**config.mk**
```make
export PLATFORM = sky130hd
export DESIGN_NAME = margin_phase_sweep
export DESIGN_NICKNAME = d
export VERILOG_FILES = /design/src/rtl/nm_pkg.sv /design/src/rtl/nm_window.sv /design/src/rtl/nm_table.sv /design/src/rtl/margin_phase_sweep.sv
export SDC_FILE = /design/constraint.sdc
export NUM_CORES = 2
export LEC_CHECK = 0
export ABC_AREA = 1
export BUFFER_PORTS_ARGS = -buffer_cell sky130_fd_sc_hd__buf_4
export CAP_MARGIN = 30
export CELL_PAD_IN_SITES_DETAIL_PLACEMENT = 0
export CELL_PAD_IN_SITES_GLOBAL_PLACEMENT = 1
export CORE_ASPECT_RATIO = 1.2
export CORE_MARGIN = 8
export CORE_UTILIZATION = 57
export CTS_CLUSTER_DIAMETER = 150
export DETAILED_ROUTE_END_ITERATION = 10
export GPL_TIMING_DRIVEN = 0
export PLACE_DENSITY = 0.91
export SLEW_MARGIN = 20
export SYNTH_ARGS = -nofsm -noshare
export SYNTH_HDL_FRONTEND = slang
export SYNTH_SLANG_ARGS = --single-unit
```
**constraint.sdc**
```tcl
create_clock -name clk -period 10.07 [get_ports clk]
set_input_delay 1.007 -clock clk [delete_from_list [all_inputs] [get_ports clk]]
set_output_delay 1.007 -clock clk [all_outputs]
set_load 0.05 [all_outputs]
```
**src/rtl/nm_pkg.sv**
```systemverilog
package nm_pkg;
  typedef enum logic [1:0] {
    ST_IDLE = 2'd0,
    ST_MEAS = 2'd1,
    ST_BEST = 2'd2,
    ST_RUN  = 2'd3
  } nm_state_t;
endpackage

```
**src/rtl/nm_window.sv**
```systemverilog
// Counts accepted bits and saturating errors over one pattern period.
module nm_window #(
  parameter int WIN   = 128,
  parameter int ERR_W = 8,
  localparam int CNT_W = (WIN > 1) ? $clog2(WIN) : 1
) (
  input  logic             clk,
  input  logic             rst,
  input  logic             clr,
  input  logic             bit_valid,
  input  logic             err_bit,
  output logic             win_end,
  output logic [ERR_W-1:0] win_errs
);
  localparam logic [ERR_W-1:0] ERR_SAT = '1;
  localparam logic [CNT_W-1:0] LAST    = CNT_W'(WIN - 1);

  logic [CNT_W-1:0] cnt;
  logic [ERR_W-1:0] errs;

  // total including the bit presented this cycle
  always_comb begin
    if (err_bit && errs != ERR_SAT) win_errs = errs + 1'b1;
    else                            win_errs = errs;
  end

  assign win_end = bit_valid && (cnt == LAST);

  always_ff @(posedge clk) begin
    if (rst || clr) begin
      cnt  <= '0;
      errs <= '0;
    end else if (bit_valid) begin
      if (cnt == LAST) begin
        cnt  <= '0;
        errs <= '0;
      end else begin
        cnt  <= cnt + 1'b1;
        errs <= win_errs;
      end
    end
  end
endmodule

```
**src/rtl/nm_table.sv**
```systemverilog
// Simple dual-port table: one write port, one registered read port.
module nm_table #(
  parameter int AW = 6,
  parameter int DW = 24
) (
  input  logic          clk,
  input  logic          we,
  input  logic [AW-1:0] waddr,
  input  logic [DW-1:0] wdata,
  input  logic [AW-1:0] raddr,
  output logic [DW-1:0] rdata
);
  localparam int DEPTH = 1 << AW;
  logic [DW-1:0] mem [DEPTH];

  always_ff @(posedge clk) begin
    if (we) mem[waddr] <= wdata;
    rdata <= mem[raddr];
  end
endmodule

```
**src/rtl/margin_phase_sweep.sv**
```systemverilog
module margin_phase_sweep
  import nm_pkg::*;
#(
  parameter int NPH       = 64,
  parameter int OFS_W     = 10,
  parameter int ERR_W     = 8,
  parameter int WIN       = 128,
  parameter int ABBR_HALF = 4,
  localparam int PH_W  = $clog2(NPH),
  localparam int ENT_W = PH_W + OFS_W + ERR_W
) (
  input  logic             clk,
  input  logic             rst,
  input  logic             start,
  input  logic             abbrev,
  input  logic             bit_valid,
  input  logic             err_bit,
  input  logic [PH_W-1:0]  rd_addr,
  output logic [PH_W-1:0]  phase_code,
  output logic [OFS_W-1:0] ofs_code,
  output logic             ofs_force,
  output logic [ENT_W-1:0] rd_data,
  output logic             done
);
  localparam logic [OFS_W-1:0] OFS_MAX = '1;

  nm_state_t        state;
  logic [PH_W-1:0]  phase_r, lo_r, hi_r, lo_n, hi_n;
  logic [PH_W-1:0]  scan_a, q_idx, run_s, pick_r;
  logic [OFS_W-1:0] ofs_r, best_m;
  logic [ERR_W-1:0] best_e;
  logic             force_r, done_r, iss, q_vld, have, in_run, found;

  // measurement window
  logic             win_end;
  logic [ERR_W-1:0] win_errs;

  nm_window #(.WIN(WIN), .ERR_W(ERR_W)) u_win (
    .clk(clk), .rst(rst), .clr(state != ST_MEAS),
    .bit_valid(bit_valid), .err_bit(err_bit),
    .win_end(win_end), .win_errs(win_errs)
  );

  // a phase is recorded on a clean window or when the offset is exhausted
  logic             rec;
  logic             tbl_we;
  logic [ENT_W-1:0] tbl_wd;
  logic [PH_W-1:0]  tbl_ra;

  assign rec    = win_end && ((win_errs == '0) || (ofs_r == '0));
  assign tbl_we = (state == ST_MEAS) && rec;
  assign tbl_wd = {phase_r, (win_errs == '0) ? ofs_r : {OFS_W{1'b0}}, win_errs};
  assign tbl_ra = (state == ST_BEST || state == ST_RUN) ? scan_a : rd_addr;

  nm_table #(.AW(PH_W), .DW(ENT_W)) u_tbl (
    .clk(clk), .we(tbl_we), .waddr(phase_r), .wdata(tbl_wd),
    .raddr(tbl_ra), .rdata(rd_data)
  );

  // sweep range around the held phase, clamped to the table
  always_comb begin
    int c, l, h;
    c = int'(phase_r);
    l = abbrev ? c - ABBR_HALF : 0;
    h = abbrev ? c + ABBR_HALF : NPH - 1;
    if (l < 0)       l = 0;
    if (h > NPH - 1) h = NPH - 1;
    lo_n = PH_W'(l);
    hi_n = PH_W'(h);
  end

  // entry fields from the read port
  logic [ERR_W-1:0] ent_e;
  logic [OFS_W-1:0] ent_m;
  logic             better, key_eq;
  assign ent_e  = rd_data[ERR_W-1:0];
  assign ent_m  = rd_data[ERR_W +: OFS_W];
  // larger margin first, then fewer errors
  assign better = !have || (ent_m > best_m) || ((ent_m == best_m) && (ent_e < best_e));
  assign key_eq = (ent_m == best_m) && (ent_e == best_e);

  function automatic logic [PH_W-1:0] mid(input logic [PH_W-1:0] a, input logic [PH_W-1:0] b);
    return a + ((b - a) >> 1);
  endfunction

  // centre of the first run of entries equal to the best key
  logic            nx_in, nx_found;
  logic [PH_W-1:0] nx_s, nx_pick;
  always_comb begin
    nx_in    = in_run;
    nx_s     = run_s;
    nx_found = found;
    nx_pick  = pick_r;
    if (!found) begin
      if (key_eq) begin
        if (!in_run) begin
          nx_in = 1'b1;
          nx_s  = q_idx;
        end
        if (q_idx == hi_r) begin
          nx_found = 1'b1;
          nx_pick  = mid(nx_s, q_idx);
        end
      end else if (in_run) begin
        nx_found = 1'b1;
        nx_pick  = mid(run_s, q_idx - 1'b1);
      end
    end
  end

  always_ff @(posedge clk) begin
    if (rst) begin
      state   <= ST_IDLE;
      phase_r <= '0;
      ofs_r   <= '0;
      force_r <= 1'b0;
      done_r  <= 1'b0;
      lo_r    <= '0;
      hi_r    <= '0;
      scan_a  <= '0;
      q_idx   <= '0;
      q_vld   <= 1'b0;
      iss     <= 1'b0;
      have    <= 1'b0;
      best_m  <= '0;
      best_e  <= '0;
      in_run  <= 1'b0;
      found   <= 1'b0;
      run_s   <= '0;
      pick_r  <= '0;
    end else begin
      case (state)
        ST_IDLE: if (start) begin                     // start honoured only here
          lo_r    <= lo_n;
          hi_r    <= hi_n;
          phase_r <= lo_n;
          ofs_r   <= OFS_MAX;
          force_r <= 1'b1;
          done_r  <= 1'b0;
          state   <= ST_MEAS;
        end
        ST_MEAS: if (win_end) begin
          if (rec) begin
            if (phase_r == hi_r) begin
              force_r <= 1'b0;
              scan_a  <= lo_r;
              iss     <= 1'b1;
              q_vld   <= 1'b0;
              have    <= 1'b0;
              state   <= ST_BEST;
            end else begin
              phase_r <= phase_r + 1'b1;
              ofs_r   <= OFS_MAX;
            end
          end else begin
            ofs_r <= ofs_r - 1'b1;
          end
        end
        default: begin                                // ST_BEST / ST_RUN scans
          q_vld <= iss;
          q_idx <= scan_a;
          if (iss) begin
            if (scan_a == hi_r) iss <= 1'b0;
            else                scan_a <= scan_a + 1'b1;
          end
          if (q_vld) begin
            if (state == ST_BEST) begin
              if (better) begin
                have   <= 1'b1;
                best_m <= ent_m;
                best_e <= ent_e;
              end
              if (q_idx == hi_r) begin
                scan_a <= lo_r;
                iss    <= 1'b1;
                q_vld  <= 1'b0;
                in_run <= 1'b0;
                found  <= 1'b0;
                state  <= ST_RUN;
              end
            end else begin
              in_run <= nx_in;
              run_s  <= nx_s;
              found  <= nx_found;
              pick_r <= nx_pick;
              if (q_idx == hi_r) begin
                phase_r <= nx_pick;
                done_r  <= 1'b1;
                state   <= ST_IDLE;
              end
            end
          end
        end
      endcase
    end
  end

  assign phase_code = phase_r;
  assign ofs_code   = ofs_r;
  assign ofs_force  = force_r;
  assign done       = done_r;

  // ---------------- assertions ----------------
  a_r2_start_load: assert property (@(posedge clk) disable iff (rst)
    $rose(ofs_force) |-> (ofs_code == OFS_MAX) && !done);

  a_r3_ofs_down: assert property (@(posedge clk) disable iff (rst)
    ofs_force && $past(ofs_force) && (phase_code == $past(phase_code))
      |-> ofs_code <= $past(ofs_code));

  a_r6_phase_step: assert property (@(posedge clk) disable iff (rst)
    ofs_force && $past(ofs_force) && (phase_code != $past(phase_code))
      |-> (phase_code == $past(phase_code) + 1'b1) && (ofs_code == OFS_MAX));

  a_r9_released: assert property (@(posedge clk) disable iff (rst)
    done |-> !ofs_force);

  a_r9_hold: assert property (@(posedge clk) disable iff (rst)
    done && $past(done) |-> $stable(phase_code) && $stable(ofs_code));

  a_r10_in_range: assert property (@(posedge clk) disable iff (rst)
    ofs_force |-> (phase_code >= lo_r) && (phase_code <= hi_r));
endmodule

```
==> run summary <==
Status: completed
Critical path data arrival time: 5.56 ns
RD Place Congestion: 1.02
FP Rows: 139
Hold Buf Count CTS: 0
Post-synth top area cell: edfxtp_1
Worst skew pair latency: 0.81 ns
Fin nets: 5666
Vias in the first global route: 46300
TritonCTS buffer count: 157
Async SR Flop Fraction: 0%
PD cells: 256 nW/µm²
CTS resizes: 0
Worst-path clk slew: 0.06 ns
Worst setup endpoint: u_tbl.rdata[17]$_DFF_P_
Sequential area share after synthesis: 71.3%
Sink Count: 1654
Clock skew: 0.0348 ns
DR vias: 49100
Final hold vios: 0
Routed WL: 230000 µm
Fmax achieved: 0.205 GHz
Crit start category: flop
Initial core utilization: 57.1%
Area Overhead vs Synth: 15.0%
GRT Util Overall: 34.0%
Main synth FF type: edfxtp_1
Reg-to-reg setup timing slack: 5.20 ns
Mapped Area: 68000 µm²
DP HPWL: 154000 µm
Worst r2r path cells: 11
Cells after Synth: 5279
H-tree levels: 4
Worst-Margin Slew: 1.08 ns
CP Launch Point: state[0]$_SDFFE_PP0P_
Die H: 394 µm
Root Buffer: clkbuf_16
Min-Delay Startpoint: done$_SDFFE_PP0P_
CTS tree: yes
Die W: 331 µm
Worst Setup Slack, final: 5.20 ns
Post-synth top cells: edfxtp_1 (1536), o211ai_1 (671), nor2_1 (624)
Place WS: 5.35 ns
Layout cells sized above 1: 14.3%
FF-to-FF Start: state[0]$_SDFFE_PP0P_
DRT Pass-1 Iters: 7
First-pass GRT wire length: 322000 µm
Synth top area cells: edfxtp_1 (68%), o211ai_1 (7.4%), o21ai_0 (4.2%), dfxtp_1 (3.5%), nor2_1 (3.4%)
Gr ovfl total: 0
Yosys warns: 0
Drt first-iter violations: 8599
Slew margin rel.: 28.1%
Max-slew violations: 0
Critical path class: reg2reg
CTS Buffer Depth: 3
CP endpoint kind: flop
Number of synthesized flops with an enable pin: 1536
Yosys cell types: 48
Crit-path max FO: 10
RR Endpoint: u_tbl.rdata[17]$_DFF_P_
#FFs+latches synth: 1654
CORE AREA: 119000 µm²
Fin Setup TNS: 0 ns
Syn_area_per_cell: 12.9 µm²
Leak pwr: 0.0239 µW
Post-CTS Setup Repair Bufs: 0
Most common cell in the synthesized netlist: edfxtp_1
Top cell type's share of synthesized area: 67.9%
Clock share of power: 28.2%
Drt wl/cell: 31.6 µm
Gate power share: 31.8%
Fin crit share: 48.4%
Vias/cell: 6.75
Int Pwr: 12500 µW
DRT antenna net count: 0
Switching Fraction: 37.4%
IO Count: 54
Largest net degree at the start of global routing: 66
Worst vdd ir: 206 µV
Min cycle time layout: 4.87 ns
Residual DRC count: 0
Seq pwr share: 40.0%
Port buffer count: 52
Number of antenna violations at the first check in global routing: 14
Max Cap Viol: 0
Worst hold path type: reg2reg
Die Area: 131000 µm²
Post-synth net total: 5343
Final setup viols: 0
RSZ-0062 raised after global routing: no
Psw: 7490 µW
CP Data Required Time: 10.75 ns
through the flow:
step / hold slack [ns] / utilization (%) / power, µW / cells / instance area [µm²]
5_1_grt: 0.475 / 65.7 / 20400 / 7270 / 78200
2_1_floorplan: 0.431 / - / 11400 / 5279 / 68000
6_report: 0.460 / 65.7 / 20000 / 7277 / 78200
4_1_cts: 0.459 / 65.7 / 19700 / 7265 / 78100
3_3_place_gp: 0.444 / 59.1 / 13900 / 6882 / 70300
3_5_place_dp: 0.450 / 61.7 / 14200 / 6989 / 73400
worst min-delay path by stage:
stage                                            to  slack [ns]  cells past startpoint
after CTS                         done$_SDFFE_PP0P_        0.46                      2
after global placement       best_m[5]$_SDFFE_PP0P_        0.44                      2
after detailed placement     best_e[1]$_SDFFE_PP0P_        0.45                      2
after floorplan           u_win.cnt[6]$_SDFFE_PP0P_        0.43                      2
final                             done$_SDFFE_PP0P_        0.46                      2
after global routing         best_m[9]$_SDFFE_PP0P_        0.47                      2
worst max-delay path: stages, from the launching register on:
cell,delay [ns]
dfxtp_1,0.37
inv_1,0.13
ha_1,0.35
nor2_1,0.13
buf_6,0.16
o21ai_2,0.69
clkbuf_1,0.78
clkbuf_1,0.84
o211ai_1,0.52
nand3_1,0.24
nand3_1,0.26
nand2_1,0.29
registers in the layout, summed over array words and instances, names as in the netlist, 7 cells and up:
signal       flops
ofs_code        10
u_win.errs       8
best_e           8
u_tbl.rdata     24
u_tbl.mem     1536
u_win.cnt        7
best_m          10
power by group through the flow:
| stage | sequential (µW) | combinational [µW] | clock [µW] |
|---|---|---|---|
| final | 8010 | 6360 | 5630 |
| after detailed placement | 8150 | 6010 | 0 |
| after CTS | 8010 | 6050 | 5600 |
| after global routing | 8020 | 6570 | 5850 |
| after global placement | 8310 | 5630 | 0 |
| after floorplan | 8380 | 3070 | 0 |
layout make-up:
type	instances	area, µm²
antenna	7	17.5
buffer	369	1560
clock buffer	199	4230
clock inverter	77	520
fill	8333	40800
inverter	154	591
multi-input combinational	3102	17900
sequential	1654	48500
tap	1551	1940
timing repair buffer	164	2850
layout by cell type (no fill, tap or decap), types with 6 or more instances in the layout:
cell type  Yosys  final
buf_2         59     60
ha_1          48     48
o211ai_1     671    671
o21ai_1       94     94
nand4_1       11     11
clkbuf_16      0    163
or2_0         59     59
nand2_1      269    265
edfxtp_1    1536   1536
clkinv_1       4     39
buf_1          9      9
o21ai_0      565    565
clkinv_2       0     27
o221ai_1      24     24
diode_2        0      7
inv_1        147    142
dfxtp_1      118    112
o22ai_1       48     48
nor3_1        15     15
nand3_1      234    231
nor2_4         1     75
buf_12         0     53
nand2_2        7      8
or2_2        252    252
dfxtp_4        0      6
a21oi_1      101    101
buf_16         0     45
buf_4         16     69
clkbuf_1     280    312
nor2_1       624    550
xnor2_1        8      8
a221oi_1       6      6
nand3_2        3      6
buf_6          5     12
xor2_1        26     26
cell families (layout without fill, tap and decap cells):
group	count (synthesis)	in the layout	share of synthesized area (%)
AO/OA/AOI/OAI	1530	1530	14.1
XOR/XNOR	34	34	0.438
adder cells (fa/ha/maj)	52	52	1.00
buffers and inverters	523	963	3.14
flip-flops	1654	1654	71.3
other	0	7	0
AND/OR/NAND/NOR	1486	1486	10.0
layer usage:
layer / GRT usage (%) / share of wire, % / vias up
li1: - / - / 20500
met1: 41.3 / 32 / 23800
met2: 52.2 / 45 / 3974
met3: 8.95 / 13 / 909
met4: 25.8 / 9.4 / 10
met5: 0.293 / 0.027 / -
Power figures use the tool's default switching activity.
